[src/rtl/psch_pkg.sv]
`timescale 1ns/1ps
package psch_pkg;

  typedef enum logic [1:0] {
    BK_IDLE  = 2'd0,
    BK_OPEN  = 2'd1,
    BK_AUTO  = 2'd2,
    BK_PRECH = 2'd3
  } bank_st_e;

  function automatic int unsigned burst_beats(input logic [1:0] code);
    return 32'd1 << code;
  endfunction

  // Counter load for a column command: the legal precharge cycle is
  // (load + 1) cycles after the command, since counting starts next cycle.
  function automatic int unsigned col_wait(input logic is_wr, input logic cas3,
                                           input logic [1:0] bl_code,
                                           input int unsigned t_wr);
    int unsigned cl;
    int unsigned beats;
    int unsigned last_beat;
    int unsigned legal;
    cl    = cas3 ? 32'd3 : 32'd2;
    beats = burst_beats(bl_code);
    if (is_wr) begin
      last_beat = beats - 1;
      legal     = last_beat + t_wr;
    end else begin
      last_beat = cl + beats - 1;
      legal     = last_beat - (cl - 1);
    end
    return legal - 1;
  endfunction

endpackage

[src/rtl/psch_bank.sv]
`timescale 1ns/1ps
module psch_bank
  import psch_pkg::*;
#(
  parameter int CNT_W = 4,
  parameter int T_RP  = 3
) (
  input  logic             clk,
  input  logic             rst_n,
  input  logic             col_hit,
  input  logic             col_auto,
  input  logic [CNT_W-1:0] col_wait,
  input  logic             pre_take,
  output logic             pre_ok,
  output logic             idle
);

  localparam logic [CNT_W-1:0] RP_LOAD = CNT_W'(T_RP - 2);

  bank_st_e         st_q, st_d;
  logic [CNT_W-1:0] cnt_q, cnt_d, cnt_dec;

  assign cnt_dec = (cnt_q == '0) ? '0 : cnt_q - 1'b1;

  always_comb begin
    st_d  = st_q;
    cnt_d = cnt_dec;
    unique case (st_q)
      BK_IDLE: begin
        if (col_hit) begin
          st_d  = col_auto ? BK_AUTO : BK_OPEN;
          cnt_d = col_wait;
        end
      end
      BK_OPEN: begin
        if (pre_take) begin
          st_d  = BK_PRECH;
          cnt_d = RP_LOAD;
        end else if (col_hit) begin
          st_d  = col_auto ? BK_AUTO : BK_OPEN;
          cnt_d = (col_wait > cnt_dec) ? col_wait : cnt_dec;
        end
      end
      BK_AUTO: begin
        if (cnt_q == '0) begin
          st_d  = BK_PRECH;
          cnt_d = RP_LOAD;
        end
      end
      BK_PRECH: begin
        if (cnt_q == '0) st_d = BK_IDLE;
      end
      default: st_d = BK_IDLE;
    endcase
  end

  always_ff @(posedge clk or negedge rst_n) begin
    if (!rst_n) begin
      st_q  <= BK_IDLE;
      cnt_q <= '0;
    end else begin
      st_q  <= st_d;
      cnt_q <= cnt_d;
    end
  end

  assign pre_ok = (st_q == BK_IDLE) || ((st_q == BK_OPEN) && (cnt_q == '0));
  assign idle   = (st_q == BK_IDLE);

  // a bank reserved for auto-precharge stays reserved until its start
  p_auto_holds_r12: assert property (@(posedge clk) disable iff (!rst_n)
    (st_q == BK_AUTO && cnt_q != '0) |=> (st_q == BK_AUTO));

  // the precharge window ends in idle
  p_prech_ends_r13: assert property (@(posedge clk) disable iff (!rst_n)
    (st_q == BK_PRECH && cnt_q == '0) |=> idle);

  // a later column command never shortens the pending wait
  p_wait_kept_r10: assert property (@(posedge clk) disable iff (!rst_n)
    (st_q == BK_OPEN && col_hit && !pre_take && cnt_q != '0)
      |=> (cnt_q >= $past(cnt_q) - 1'b1));

endmodule

[src/rtl/psch_pre_gate.sv]
`timescale 1ns/1ps
module psch_pre_gate #(
  parameter int NUM_BANKS = 4,
  parameter int BA_W      = 2
) (
  input  logic                 pre_req,
  input  logic                 pre_all,
  input  logic [BA_W-1:0]      pre_bank,
  input  logic                 bus_busy,
  input  logic [NUM_BANKS-1:0] bank_ok,
  output logic                 grant,
  output logic                 deny,
  output logic [NUM_BANKS-1:0] take
);

  logic [NUM_BANKS-1:0] target;

  for (genvar i = 0; i < NUM_BANKS; i++) begin : g_tgt
    assign target[i] = pre_all || (pre_bank == BA_W'(i));
  end

  assign grant = pre_req && !bus_busy && (&(bank_ok | ~target));
  assign deny  = pre_req && !grant;
  assign take  = target & {NUM_BANKS{grant}};

endmodule

[src/rtl/psch_cmd_reg.sv]
`timescale 1ns/1ps
module psch_cmd_reg #(
  parameter int BA_W = 2
) (
  input  logic            clk,
  input  logic            rst_n,
  input  logic            grant,
  input  logic            deny,
  input  logic [BA_W-1:0] bank,
  input  logic            all,
  output logic            acc,
  output logic            rej,
  output logic            ras_n,
  output logic            cas_n,
  output logic            we_n,
  output logic [BA_W-1:0] ba,
  output logic            a10
);

  always_ff @(posedge clk or negedge rst_n) begin
    if (!rst_n) begin
      acc   <= 1'b0;
      rej   <= 1'b0;
      ras_n <= 1'b1;
      cas_n <= 1'b1;
      we_n  <= 1'b1;
      ba    <= '0;
      a10   <= 1'b0;
    end else begin
      acc   <= grant;
      rej   <= deny;
      ras_n <= !grant;
      cas_n <= 1'b1;
      we_n  <= !grant;
      ba    <= grant ? bank : '0;
      a10   <= grant && all;
    end
  end

  // at most one answer per request
  p_one_answer_r7: assert property (@(posedge clk) disable iff (!rst_n)
    !(acc && rej));

endmodule

[src/rtl/sdram_pre_sched.sv]
`timescale 1ns/1ps
module sdram_pre_sched
  import psch_pkg::*;
#(
  parameter  int NUM_BANKS = 4,
  parameter  int T_RP      = 3,
  parameter  int T_WR      = 2,
  localparam int BA_W      = (NUM_BANKS > 1) ? $clog2(NUM_BANKS) : 1
) (
  input  logic                 clk,
  input  logic                 rst_n,
  input  logic                 cmd_valid,
  input  logic                 cmd_write,
  input  logic                 cmd_auto,
  input  logic [BA_W-1:0]      cmd_bank,
  input  logic                 cmd_cas3,
  input  logic [1:0]           cmd_burst,
  input  logic                 pre_req,
  input  logic                 pre_all,
  input  logic [BA_W-1:0]      pre_bank,
  output logic [NUM_BANKS-1:0] pre_ok,
  output logic [NUM_BANKS-1:0] bank_idle,
  output logic                 pre_acc,
  output logic                 pre_rej,
  output logic                 sd_ras_n,
  output logic                 sd_cas_n,
  output logic                 sd_we_n,
  output logic [BA_W-1:0]      sd_ba,
  output logic                 sd_a10
);

  localparam int CNT_W = $clog2(8 + T_WR + T_RP + 1);

  logic [CNT_W-1:0]     wait_val;
  logic [NUM_BANKS-1:0] take;
  logic                 grant, deny;

  assign wait_val = CNT_W'(col_wait(cmd_write, cmd_cas3, cmd_burst, T_WR));

  for (genvar i = 0; i < NUM_BANKS; i++) begin : g_bank
    psch_bank #(.CNT_W(CNT_W), .T_RP(T_RP)) u_bank (
      .clk      (clk),
      .rst_n    (rst_n),
      .col_hit  (cmd_valid && (cmd_bank == BA_W'(i))),
      .col_auto (cmd_auto),
      .col_wait (wait_val),
      .pre_take (take[i]),
      .pre_ok   (pre_ok[i]),
      .idle     (bank_idle[i])
    );
  end

  psch_pre_gate #(.NUM_BANKS(NUM_BANKS), .BA_W(BA_W)) u_gate (
    .pre_req  (pre_req),
    .pre_all  (pre_all),
    .pre_bank (pre_bank),
    .bus_busy (cmd_valid),
    .bank_ok  (pre_ok),
    .grant    (grant),
    .deny     (deny),
    .take     (take)
  );

  psch_cmd_reg #(.BA_W(BA_W)) u_cmd (
    .clk   (clk),
    .rst_n (rst_n),
    .grant (grant),
    .deny  (deny),
    .bank  (pre_bank),
    .all   (pre_all),
    .acc   (pre_acc),
    .rej   (pre_rej),
    .ras_n (sd_ras_n),
    .cas_n (sd_cas_n),
    .we_n  (sd_we_n),
    .ba    (sd_ba),
    .a10   (sd_a10)
  );

  // an accepted precharge never shared its cycle with a column command
  p_bus_free_r11: assert property (@(posedge clk) disable iff (!rst_n)
    pre_acc |-> $past(!cmd_valid));

  // every answer follows a request one cycle earlier
  p_answer_follows_r7: assert property (@(posedge clk) disable iff (!rst_n)
    (pre_acc || pre_rej) |-> $past(pre_req));

  // a bank that was not legal does not go idle through an explicit grant
  p_no_early_close_r6: assert property (@(posedge clk) disable iff (!rst_n)
    (pre_req && !pre_all && !pre_ok[pre_bank]) |=> pre_rej);

endmodule

[config.mk]
export PLATFORM = sky130hd
export DESIGN_NAME = sdram_pre_sched
export DESIGN_NICKNAME = d
export VERILOG_FILES = /design/src/rtl/psch_pkg.sv /design/src/rtl/psch_bank.sv /design/src/rtl/psch_pre_gate.sv /design/src/rtl/psch_cmd_reg.sv /design/src/rtl/sdram_pre_sched.sv
export SDC_FILE = /design/constraint.sdc
export NUM_CORES = 1
export LEC_CHECK = 0
export ABC_AREA = 1
export CAP_MARGIN = 15
export CORE_ASPECT_RATIO = 0.5
export CORE_MARGIN = 4
export CORE_UTILIZATION = 25
export CTS_CLUSTER_SIZE = 25
export DETAILED_ROUTE_END_ITERATION = 6
export GPL_TIMING_DRIVEN = 0
export MAX_ROUTING_LAYER = met4
export SYNTH_ARGS = -nofsm -noshare
export SYNTH_HDL_FRONTEND = slang
export SYNTH_SLANG_ARGS = --single-unit
[constraint.sdc]
create_clock -name clk -period 4.6 [get_ports clk]
set_clock_uncertainty 0.2 [all_clocks]
set_input_delay 1.15 -clock clk [delete_from_list [all_inputs] [get_ports clk]]
set_output_delay 1.15 -clock clk [all_outputs]
set_load 0.02 [all_outputs]
==> results of run 1 <==
[cell type report]
type	count	share of cell area, %
Buffer	13	2.46
Clock buffer	7	3.89
Clock inverter	1	0.137
Inverter	82	8.51
Multi-Input combinational cell	325	50.1
Sequential cell	30	20.5
Tap cell	159	5.43
Timing Repair Buffer	33	8.95
[power by group]
group	total [W]	leakage (nW)	switching, W	internal, W
sequential	0.000469	0.364	0.0000928	0.000376
combinational	0.00150	1.45	0.000896	0.000607
clock	0.000327	0.0739	0.000113	0.000214
[stage by stage]
step	setup TNS, ns	setup slack (ns)	hold slack [ns]	utilization [%]
after floorplan	0	0.751	0.364	-
after global placement	-2.04	-0.263	0.405	30.5
after detailed placement	-1.74	-0.250	0.408	30.4
after CTS	0	0.0272	0.421	31.7
after global routing	0	0.0627	0.436	32.5
final	0	0.366	0.416	32.5
[cell usage in the layout, fill, tap and decap left out, types with 2 or more instances in the layout]
cell             synthesis  routed
o211ai_1                 3       3
nand2_1                105     103
o22ai_1                  7       7
buf_2                    3       4
o21ai_1                  2       2
a2111oi_0                2       2
o2111ai_1                3       3
nand4_1                  2       2
inv_1                   76      75
nor2_4                   2       2
ha_1                    27      26
clkdlybuf4s50_1          0      26
buf_4                   10      14
nor2_2                   2       2
dfrtp_1                 29      29
xor2_1                   4       4
nand2_2                  2       3
nand3_2                  5       5
nor3_1                  13      13
nor2_1                  56      56
inv_2                    6       6
a21oi_2                  5       5
clkbuf_16                0       5
o21ai_0                 22      22
a21oi_1                 22      22
or2_2                    2       2
o21bai_1                 3       3
nand3_1                 28      28
[critical path, stage by stage]
cell and delay (ns):
clkdlybuf4s50_1 0.58, o21ai_0 0.15, nand2_2 0.23, inv_1 0.23, ha_2 0.45, clkinvlp_4 0.20, ha_1 0.34, inv_1 0.06
nor2_1 0.04, o21bai_1 0.14, nand2_1 0.08, nand2_2 0.12, inv_1 0.08, o21ai_0 0.15, a21oi_1 0.10, a21oi_2 0.12
[metal layers]
metal / GRT usage, % / vias to the layer above
met1: 15.3 / 1270
met5: - / -
li1: - / 1517
met3: 1.99 / 4
met4: 2.30 / 0
met2: 17.3 / 65
[cells by family after synthesis]
| kind of cell | Yosys count |
|---|---|
| AO/OA/AOI/OAI | 71 |
| XOR/XNOR | 5 |
| adder cells (fa/ha/maj) | 28 |
| buffers and inverters | 95 |
| flip-flops | 30 |
| other | 1 |
| AND/OR/NAND/NOR | 220 |
[worst max path at each step]
| stage | depth (start not counted) | from | end | slack [ns] |
|---|---|---|---|---|
| floorplan | 17 | cmd_burst[1] | g_bank[3].u_bank.cnt_q[0] | 0.75 |
| global placement | 16 | cmd_write | g_bank[3].u_bank.cnt_q[0] | -0.26 |
| detailed placement | 18 | cmd_burst[1] | g_bank[3].u_bank.cnt_q[0] | -0.25 |
| CTS | 19 | cmd_burst[1] | g_bank[3].u_bank.cnt_q[0] | 0.03 |
| global route | 16 | cmd_write | g_bank[2].u_bank.cnt_q[3] | 0.06 |
| finish | 16 | cmd_write | g_bank[3].u_bank.cnt_q[0] | 0.37 |
[flip-flops by register name, summed over array words and instances (netlist names)]
| name | cells |
|---|---|
| u_cmd.acc | 1 |
| g_bank.u_bank.st_q | 8 |
| u_cmd.rej | 1 |
| u_cmd.ba | 2 |
| u_cmd.ras_n | 1 |
| u_cmd.a10 | 1 |
| g_bank.u_bank.cnt_q | 16 |
[timing repair]
item / 4_1_cts / 5_1_grt
resized for setup: 0 / 7
buffers inserted: 0 / 5
endpoints found under the setup margin: 0 / 16
==> parameters.txt, run 1 <==
Parameter                              Value

Yosys
  Count of different cell masters after synthesis ... 35
  Compound-gate portion of the synthesized area ... 14.2%
  Combined area of all synthesized cells ... 2960 sq um
  Cell count after synthesis ... 450
  Number of flip-flops and latches in the synthesized netlist ... 30
  Share of async-settable or async-resettable flops after synthesis ... 100%
  Top cells by count, synth ... 105 x nand2_1, 76 x inv_1, 56 x nor2_1
  Adder-Cell Fraction of Synth Area ... 12.1%
  Count of yosys warnings during synthesis ... 0
  Dominant combinational cell family by area after synthesis ... simple AND/OR/NAND/NOR gates
  Share of the yosys chip area belonging to registers ... 25.4%
  Largest cells by area after synthesis ... dfrtp_1 25%, nand2_1 13%, ha_1 11%
  Count of flip-flops with a built-in enable after synthesis ... 0
  Xor-xnor portion of the synthesized cell area ... 1.73%
  Fraction of synthesized area in multiplexers ... 0%
  Most frequently used cell type in the post-synthesis netlist ... nand2_1
  Cell accounting for the most synthesized area ... dfrtp_1
  Net count of the mapped netlist ... 492
  Share of synthesized cell area in and, or, nand and nor gates ... 33.0%
  Mapped Avg Cell Area ... 6.58 sq um
  Most common flop cell mapped by yosys ... dfrtp_1
  Share of Yosys cell area claimed by the top area cell type ... 24.5%

Critical path
  R2R cell count ... 17
  R2R Path End ... g_bank[2].u_bank.cnt_q[1]
  Worst EP arrival ... 4.24 ns
  Slack of the worst reg-to-reg path ... 1.75 ns
  Type of the worst setup path ... input port to flip-flop
  Beginning of the worst register-to-register path ... g_bank[2].u_bank.cnt_q[0]
  Endpoint class of the critical path ... flip-flop
  WP data required ... 4.61 ns
  Startpoint class of the critical path ... input port
  Maximum fanout along the worst path ... 9

Route
  Wl on met1 ... 3740 um
  WL/cell ... 11.4 um
  Number of DRC violations after detailed routing ... 0
  Length of routed met3 wiring ... 423 um
  DRC marker count from the first detailed-route iteration ... 138
  Routed Antenna Nets ... 0
  Met2 routed WL ... 3210 um
  Total routed wirelength ... 7420 um
  Uppermost signal routing layer after detailed routing ... met4
  Count of vias placed by the detailed router ... 2,856
  Vias per cell ... 4.39
  Pre-antenna DRT Iters ... 5

CTS
  Clock transition at the registers of the reported paths ... 0.05 ns
  Later-pin clock latency in the skew report ... 0.27 ns
  Sinks on Clock Net ... 30
  Longest Clk Path Bufs ... 2
  Post-CTS Hold Buffers ... 0
  TritonCTS Buffers ... 5
  Clock root buffer ... clkbuf_16
  Clock tree from TritonCTS ... done
  H-tree depth ... 2

Cells and area
  Final net count ... 532
  Share of layout cells above drive strength 1 ... 11.8%
  Area occupied by multi-input gates ... 1830 sq um
  Signed area change from the synthesized netlist to the final layout ... 23.7%
  Sequential cell area ... 752 sq um
  Antenna diodes ... 0
  Post-route cell area ... 3660 sq um
  Final Instance Count excl. Fillers ... 650
  Fillers ... 1,231

GRT
  Residual overflow from global routing ... 0
  Largest net degree at the start of global routing ... 31
  Wire length of the first global-routing pass ... 12,400 um
  Initial antenna violation count ... 0
  GRT Total Usage ... 11.2%
  Vias in the first global route ... 2,680

STA
  Total setup violations reported at the end of the flow ... 0
  Period utilization ... 92.0%
  Rel. slew slack ... 51.6%
  Final count of pins violating max slew ... 0
  Clock period minus final worst setup slack ... 4.23 ns
  Max Fclk ... 236 MHz
  Setup repair after global routing missed its margin ... false
  Final number of hold-violating endpoints ... 0
  Slew at the pin closest to its max-slew limit ... 0.726 ns

Placement
  Total of buffers placed on input and output ports ... 28
  Total instance count after detailed placement ... 637
  Area post-placement ... 3430 sq um
  Placed wire-length estimate ... 5820 um
  RePlAce Congestion ... 0.869

Die
  Num ports ... 30
  Core region area ... 11,300 sq um
  Die Area ... 13,800 sq um
  Initial Utilization ... 26.2%
  Horiz. Die Dim ... 162 um
  Row Count ... 27
  Die span in y ... 84.9 um

Power
  Leakage power ... 1.89 nW
  Power density over cell area ... 628 nW/um^2
  Peak ir drop on the vdd network ... 0.166 mV
  Power Total ... 0.00230 W

Min path
  Class of the tightest hold or removal check ... flip-flop to flip-flop
  Hold Path End ... g_bank[0].u_bank.cnt_q[0]
  Start point of the worst hold path ... g_bank[0].u_bank.st_q[0]
  Hold Crit Depth ... 2

Status
  Outcome ... finished clean

Flow run
  Count of max-cap constraint violations ... 0
(Power assumes the default switching activity.)
==> inputs of run 2 (changes only) <==
--- a/config.mk
+++ b/config.mk
@@ -6,9 +6,8 @@
 export NUM_CORES = 1
 export LEC_CHECK = 0
 export ABC_AREA = 1
-export CAP_MARGIN = 15
 export CORE_ASPECT_RATIO = 0.5
-export CORE_MARGIN = 4
+export CORE_MARGIN = 3
 export CORE_UTILIZATION = 25
 export CTS_CLUSTER_SIZE = 25
 export DETAILED_ROUTE_END_ITERATION = 6
==> constraint.sdc (replaced) <==
create_clock -name clk -period 4.6 [get_ports clk]
set_clock_uncertainty 0.2 [all_clocks]
set_input_delay 0.92 -clock clk [delete_from_list [all_inputs] [get_ports clk]]
set_output_delay 0.92 -clock clk [all_outputs]
set_load 0.02 [all_outputs]
==> run 2 against run 1 <==
  * Die area down 3.6%
  * Critical path depth is 3 higher
  * Power decreased by 0.85%
  * Cell area is 1.8% lower
  * Critical path type unchanged
  * Largest power group unchanged
==> parameters.txt, run 2 (synthesis results as in run 1) <==
Parameter                              Value

Critical path
  Type of the worst setup path ... input port to flip-flop (unchanged)
  Worst EP arrival ... 4.14 ns (was 4.24 ns)
  Maximum fanout along the worst path ... 11 (was 9)
  R2R cell count ... 17 (unchanged)
  Critical path endpoint ... g_bank[3].u_bank.cnt_q[2] (was g_bank[3].u_bank.cnt_q[0])
  Crit path from ... cmd_burst[1] (was cmd_write)
  Endpoint class of the critical path ... flip-flop (unchanged)
  Startpoint class of the critical path ... input port (unchanged)
  R2R Path End ... g_bank[1].u_bank.cnt_q[1] (was g_bank[2].u_bank.cnt_q[1])
  Slack of the worst reg-to-reg path ... 1.72 ns (was 1.75 ns)
  WP data required ... 4.59 ns (was 4.61 ns)
  Beginning of the worst register-to-register path ... g_bank[1].u_bank.cnt_q[0] (was g_bank[2].u_bank.cnt_q[0])

Cells and area
  Registers with the most flip-flops ... g_bank.u_bank.cnt_q: 16 flops, g_bank.u_bank.st_q: 8 flops, u_cmd.ba: 2 flops (unchanged)
  Share of layout cells above drive strength 1 ... 10.3% (was 11.8%)
  Area occupied by multi-input gates ... 1820 sq um (was 1830 sq um)
  Max reg flops ... 16 (unchanged)
  Commonest non-fill, non-tap cells in the layout ... 104 x nand2_1, 76 x inv_1, 56 x nor2_1 (was 103 x nand2_1, 75 x inv_1, 56 x nor2_1)
  Fillers ... 1,249 (was 1,231)
  Antenna diodes ... 0 (unchanged)
  Final net count ... 527 (was 532)
  Final Instance Count excl. Fillers ... 645 (was 650)
  Most flop-heavy register ... g_bank.u_bank.cnt_q (unchanged)
  Most common cell after layout, fill and taps aside ... nand2_1 (unchanged)
  Sequential cell area ... 752 sq um (unchanged)
  Signed area change from the synthesized netlist to the final layout ... 21.5% (was 23.7%)

Flow run
  Count of max-cap constraint violations ... 0 (unchanged)

CTS
  H-tree depth ... 2 (unchanged)
  Clock transition at the registers of the reported paths ... 0.06 ns (was 0.05 ns)
  Clock root buffer ... clkbuf_16 (unchanged)
  TritonCTS Buffers ... 5 (unchanged)
  Sinks on Clock Net ... 30 (unchanged)
  Longest Clk Path Bufs ... 2 (unchanged)
  Clock tree from TritonCTS ... done (unchanged)
  Later-pin clock latency in the skew report ... 0.27 ns (about the same)
  Post-CTS Hold Buffers ... 0 (unchanged)

GRT
  GRT Total Usage ... 11.2% (about the same)
  Residual overflow from global routing ... 0 (unchanged)
  Global routing usage on met2 ... 18.4% (was 17.3%)
  Largest net degree at the start of global routing ... 31 (unchanged)
  Initial antenna violation count ... 0 (unchanged)
  Met1 usage in global routing ... 15.3% (about the same)
  Fraction of met3 tracks used by global routing ... 1.59% (was 1.99%)
  Vias in the first global route ... 2,641 (was 2,680)
  Global route hottest layer ... met2 (unchanged)
  Wire length of the first global-routing pass ... 12,300 um (was 12,400 um)

Route
  Pre-antenna DRT Iters ... 5 (unchanged)
  Vias per cell ... 4.48 (was 4.39)
  WL/cell ... 11.2 um (was 11.4 um)
  Count of vias placed by the detailed router ... 2,887 (was 2,856)
  Total routed wirelength ... 7200 um (was 7420 um)
  Number of DRC violations after detailed routing ... 0 (unchanged)
  DRC marker count from the first detailed-route iteration ... 131 (was 138)
  Routed Antenna Nets ... 0 (unchanged)

Placement
  Placed wire-length estimate ... 5660 um (was 5820 um)
  Total of buffers placed on input and output ports ... 28 (unchanged)
  Total instance count after detailed placement ... 637 (unchanged)
  RePlAce Congestion ... 0.865 (was 0.869)

Status
  Outcome ... finished clean (unchanged)

STA
  Final number of hold-violating endpoints ... 0 (unchanged)
  Slew at the pin closest to its max-slew limit ... 0.708 ns (was 0.726 ns)
  Setup repair after global routing missed its margin ... false (unchanged)
  Clock period minus final worst setup slack ... 4.15 ns (was 4.23 ns)
  Post-Route Setup TNS ... 0 ns (unchanged)
  Final count of pins violating max slew ... 0 (unchanged)
  Total setup violations reported at the end of the flow ... 0 (unchanged)
  Max Fclk ... 241 MHz (was 236 MHz)
  Worst-case hold slack ... 0.423 ns (was 0.416 ns)
  Rel. slew slack ... 52.8% (was 51.6%)
  Period utilization ... 90.2% (was 92.0%)

Die
  Row Count ... 27 (unchanged)
  Num ports ... 30 (unchanged)
  Horiz. Die Dim ... 160 um (was 162 um)
  Die span in y ... 82.9 um (was 84.9 um)
  Initial Utilization ... 26.2% (unchanged)
  Die Area ... 13,300 sq um (was 13,800 sq um)
  Core region area ... 11,300 sq um (unchanged)

Min path
  Class of the tightest hold or removal check ... flip-flop to flip-flop (unchanged)

Power
  Peak ir drop on the vdd network ... 0.174 mV (was 0.166 mV)
  Power density over cell area ... 634 nW/um^2 (was 628 nW/um^2)
  Leakage power ... 1.86 nW (was 1.89 nW)
  Power Total ... 0.00228 W (was 0.00230 W)
-- run 2: changes by cell type in the layout (fill, tap and decap cells not counted), sizes merged --
cell           before  now
clkinvlp            1    0
dlymetal6s2s        1    0
buf                19   14
inv                81   82
clkdlybuf4s50      26   27
-- run 2: critical path, stage by stage --
cell	delay, ns
clkdlybuf4s50_1	0.56
inv_1	0.11
nand2_1	0.09
ha_1	0.14
inv_1	0.05
fa_1	0.42
nor2_1	0.14
inv_1	0.05
nand2_1	0.14
xor2_4	0.36
ha_1	0.31
nand2_1	0.07
o21bai_1	0.11
nand2_1	0.06
nand2_1	0.16
nor2_1	0.07
a21oi_1	0.12
nand3_1	0.08
a21oi_1	0.16
-- run 2: layout make-up --
type / instances / area share (%)
multi-input combinational: 325 / 50.7
buffer: 13 / 2.51
timing repair buffer: 28 / 7.65
tap: 159 / 5.53
sequential: 30 / 20.9
clock inverter: 1 / 0.139
clock buffer: 7 / 3.97
inverter: 82 / 8.56
-- run 2: worst min-delay path by stage --
stage                               from  slack (ns)                         to  cells after the start
4_1_cts         g_bank[0].u_bank.st_q[0]        0.42  g_bank[0].u_bank.cnt_q[0]                      2
5_1_grt        g_bank[0].u_bank.cnt_q[0]        0.45  g_bank[0].u_bank.cnt_q[0]                      3
6_report        g_bank[0].u_bank.st_q[0]        0.42  g_bank[0].u_bank.cnt_q[0]                      2
3_3_place_gp    g_bank[0].u_bank.st_q[0]        0.41  g_bank[0].u_bank.cnt_q[0]                      2
2_1_floorplan  g_bank[0].u_bank.cnt_q[0]        0.36  g_bank[0].u_bank.cnt_q[0]                      3
3_5_place_dp    g_bank[0].u_bank.st_q[0]        0.41  g_bank[0].u_bank.cnt_q[0]                      2
-- run 2: timing repair --
| item | 4_1_cts | 5_1_grt |
|---|---|---|
| buffers inserted | 0 | 0 |
| setup endpoints to repair | 0 | 6 |
| gates resized for setup | 0 | 2 |
-- run 2: power breakdown --
| group | internal, W | switching [W] | leakage [nW] | total, W |
|---|---|---|---|---|
| registers | 0.000376 | 0.0000931 | 0.364 | 0.000469 |
| clock network | 0.000214 | 0.000117 | 0.0739 | 0.000332 |
| logic | 0.000591 | 0.000888 | 1.42 | 0.00148 |
-- run 2: metal layers --
metal / vias to the layer above / share of wire, %
met4: 0 / 0.50
li1: 1505 / -
met1: 1324 / 52
met5: - / 0
met2: 54 / 44
met3: 4 / 3.6
-- run 2: per-stage QoR --
step / setup slack [ns] / area, sq um / utilization [%]
floorplan: 0.981 / 2960 / -
global placement: 0.00100 / 3440 / 30.5
detailed placement: -0.118 / 3430 / 30.4
CTS: 0.172 / 3580 / 31.7
global route: 0.0713 / 3600 / 31.9
finish: 0.450 / 3600 / 31.9
==> inputs of run 3 (changes only) <==
--- a/config.mk
+++ b/config.mk
@@ -12,6 +12,7 @@
 export CTS_CLUSTER_SIZE = 25
 export DETAILED_ROUTE_END_ITERATION = 6
 export GPL_TIMING_DRIVEN = 0
+export HOLD_SLACK_MARGIN = 0.12
 export MAX_ROUTING_LAYER = met4
 export SYNTH_ARGS = -nofsm -noshare
 export SYNTH_HDL_FRONTEND = slang
==> constraint.sdc (replaced) <==
create_clock -name clk -period 4 [get_ports clk]
set_clock_uncertainty 0.2 [all_clocks]
set_input_delay 0.8 -clock clk [delete_from_list [all_inputs] [get_ports clk]]
set_output_delay 0.8 -clock clk [all_outputs]
set_load 0.02 [all_outputs]
==> run 3 against run 2 <==
  * Clock-buffer cell count is the same
  * Cell area increased by 2.5%
  * Utilization rose by 0.81 points
  * Sequential share of layout area decreased by 0.52 points
  * Worst setup slack worse by 0.22 ns
  * Critical endpoint is now g_bank[3].u_bank.cnt_q[0]
  * Cell count is 0.78% higher
  * Routed wire length is 1.5% higher
  * Sequential power increased by 15%
  * Clock power up 15%
  * Die area stayed put
  * Highest routed layer unchanged
  * Power increased by 17%
  * Global-route usage up 0.11 points
==> parameters.txt, run 3 (synthesis results as in run 1) <==
Parameter                              Value

Status
  Outcome ... finished clean (unchanged)

Critical path
  Maximum fanout along the worst path ... 8 (was 11)
  Worst EP arrival ... 3.77 ns (was 4.14 ns)
  R2R cell count ... 17 (unchanged)
  Endpoint class of the critical path ... flip-flop (unchanged)
  Type of the worst setup path ... input port to flip-flop (unchanged)
  Beginning of the worst register-to-register path ... g_bank[1].u_bank.cnt_q[0] (unchanged)
  R2R Path End ... g_bank[1].u_bank.cnt_q[1] (unchanged)
  Slack of the worst reg-to-reg path ... 1.14 ns (was 1.72 ns)
  WP data required ... 4.00 ns (was 4.59 ns)
  Startpoint class of the critical path ... input port (unchanged)

STA
  Slew at the pin closest to its max-slew limit ... 0.713 ns (was 0.708 ns)
  Worst-case hold slack ... 0.381 ns (was 0.423 ns)
  Rel. slew slack ... 52.5% (was 52.8%)
  Total setup violations reported at the end of the flow ... 0 (unchanged)
  Final number of hold-violating endpoints ... 0 (unchanged)
  Clock period minus final worst setup slack ... 3.77 ns
  Period utilization ... 94.3%
  Final count of pins violating max slew ... 0 (unchanged)
  Setup repair after global routing missed its margin ... false (unchanged)
  Max Fclk ... 265 MHz

CTS
  Later-pin clock latency in the skew report ... 0.27 ns (about the same)
  Sinks on Clock Net ... 30 (unchanged)
  Clock tree from TritonCTS ... done (unchanged)
  H-tree depth ... 2 (unchanged)
  Post-CTS Hold Buffers ... 0 (unchanged)
  Longest Clk Path Bufs ... 2 (unchanged)
  Clock root buffer ... clkbuf_16 (unchanged)
  Clock transition at the registers of the reported paths ... 0.05 ns (was 0.06 ns)
  TritonCTS Buffers ... 5 (unchanged)

Placement
  Total instance count after detailed placement ... 637 (unchanged)
  RePlAce Congestion ... 0.865 (unchanged)
  Placed wire-length estimate ... 5660 um (unchanged)
  Total of buffers placed on input and output ports ... 28 (unchanged)
  Area post-placement ... 3430 sq um (unchanged)

Cells and area
  Antenna diodes ... 0 (unchanged)
  Most flop-heavy register ... g_bank.u_bank.cnt_q (unchanged)
  Most common cell after layout, fill and taps aside ... nand2_1 (unchanged)
  Max reg flops ... 16 (unchanged)
  Post-route cell area ... 3690 sq um (was 3600 sq um)
  Share of layout cells above drive strength 1 ... 12.8% (was 10.3%)
  Registers with the most flip-flops ... g_bank.u_bank.cnt_q: 16 flops, g_bank.u_bank.st_q: 8 flops, u_cmd.ba: 2 flops (unchanged)
  Commonest non-fill, non-tap cells in the layout ... 103 x nand2_1, 73 x inv_1, 54 x nor2_1 (was 104 x nand2_1, 76 x inv_1, 56 x nor2_1)
  Fillers ... 1,242 (was 1,249)
  Final Instance Count excl. Fillers ... 650 (was 645)
  Signed area change from the synthesized netlist to the final layout ... 24.6% (was 21.5%)
  Final net count ... 532 (was 527)

Die
  Die Area ... 13,300 sq um (unchanged)
  Die span in y ... 82.9 um (unchanged)
  Num ports ... 30 (unchanged)
  Horiz. Die Dim ... 160 um (unchanged)
  Core region area ... 11,300 sq um (unchanged)
  Initial Utilization ... 26.2% (unchanged)
  Row Count ... 27 (unchanged)

Route
  Number of DRC violations after detailed routing ... 0 (unchanged)
  Total routed wirelength ... 7310 um (was 7200 um)
  Routed Antenna Nets ... 0 (unchanged)
  Vias per cell ... 4.46 (was 4.48)
  Pre-antenna DRT Iters ... 4 (was 5)
  DRC marker count from the first detailed-route iteration ... 133 (was 131)
  WL/cell ... 11.2 um (about the same)
  Count of vias placed by the detailed router ... 2,896 (was 2,887)

GRT
  Residual overflow from global routing ... 0 (unchanged)
  GRT Total Usage ... 11.4% (was 11.2%)
  Initial antenna violation count ... 0 (unchanged)
  Vias in the first global route ... 2,669 (was 2,641)
  Largest net degree at the start of global routing ... 31 (unchanged)
  Wire length of the first global-routing pass ... 12,400 um (was 12,300 um)

Power
  Leakage power ... 1.89 nW (was 1.86 nW)
  Power density over cell area ... 722 nW/um^2 (was 634 nW/um^2)
  Peak ir drop on the vdd network ... 0.203 mV (was 0.174 mV)

Min path
  Class of the tightest hold or removal check ... input port to async pin (was flip-flop to flip-flop)

Flow run
  Count of max-cap constraint violations ... 0 (unchanged)
## run 3: repair_timing
| action | 4_1_cts | 5_1_grt |
|---|---|---|
| pin swaps | 0 | 2 |
| gates resized for setup | 2 | 12 |
| buffers inserted | 2 | 3 |
| endpoints found under the setup margin | 16 | 16 |
## run 3: per-stage QoR
step	utilization, %	power, W	setup TNS (ns)	setup WS [ns]
floorplan	-	0.00184	0	0.501
global placement	30.5	0.00221	-5.36	-0.479
detailed placement	30.4	0.00223	-6.91	-0.598
CTS	32.1	0.00264	0	0.0108
global route	32.7	0.00298	0	0.0209
finish	32.7	0.00266	0	0.228
## run 3: critical path, cell delays in order
cell	delay [ns]
clkdlybuf4s50_1	0.61
o21ai_0	0.16
nand2_2	0.16
clkinvlp_4	0.24
ha_4	0.37
clkinvlp_4	0.21
ha_1	0.35
inv_1	0.06
nor2_1	0.03
o21bai_1	0.12
nand2_1	0.08
nand2_2	0.11
inv_1	0.08
o21ai_0	0.16
a21oi_1	0.10
a21oi_2	0.12
## run 3: how the worst max path moves through the flow
| stage | slack (ns) | start | cells after the start | end |
|---|---|---|---|---|
| final | 0.23 | cmd_write | 16 | g_bank[3].u_bank.cnt_q[0] |
| after global routing | 0.02 | cmd_write | 16 | g_bank[3].u_bank.cnt_q[0] |
| after CTS | 0.01 | cmd_burst[1] | 19 | g_bank[3].u_bank.cnt_q[0] |
| after detailed placement | -0.60 | cmd_write | 15 | g_bank[3].u_bank.cnt_q[2] |
| after global placement | -0.48 | cmd_burst[1] | 16 | g_bank[3].u_bank.cnt_q[0] |
| after floorplan | 0.50 | cmd_burst[1] | 17 | g_bank[3].u_bank.cnt_q[0] |
## run 3: per-layer routing
metal	up-vias	wire length, um	GRT usage (%)
li1	1516	-	-
met1	1326	3730	15.4
met2	52	3190	18.6
met3	2	361	1.59
met4	0	29	1.50
met5	-	0	-
## run 3: report_power, final
group / total (W) / internal, W / switching, W / leakage, nW
registers: 0.000539 / 0.000433 / 0.000107 / 0.364
logic: 0.00174 / 0.000704 / 0.00104 / 1.46
clock network: 0.000381 / 0.000247 / 0.000134 / 0.0739
## run 3: final cells by class
class                      instances  area (sq um)  area share [%]
sequential                        30           752            20.4
clock inverter                     1          5.00           0.136
clock buffer                       7           143            3.87
buffer                            13          90.1            2.44
timing repair buffer              33           330            8.96
multi-input combinational        325          1850            50.3
tap                              159           199            5.40
inverter                          82           315            8.55
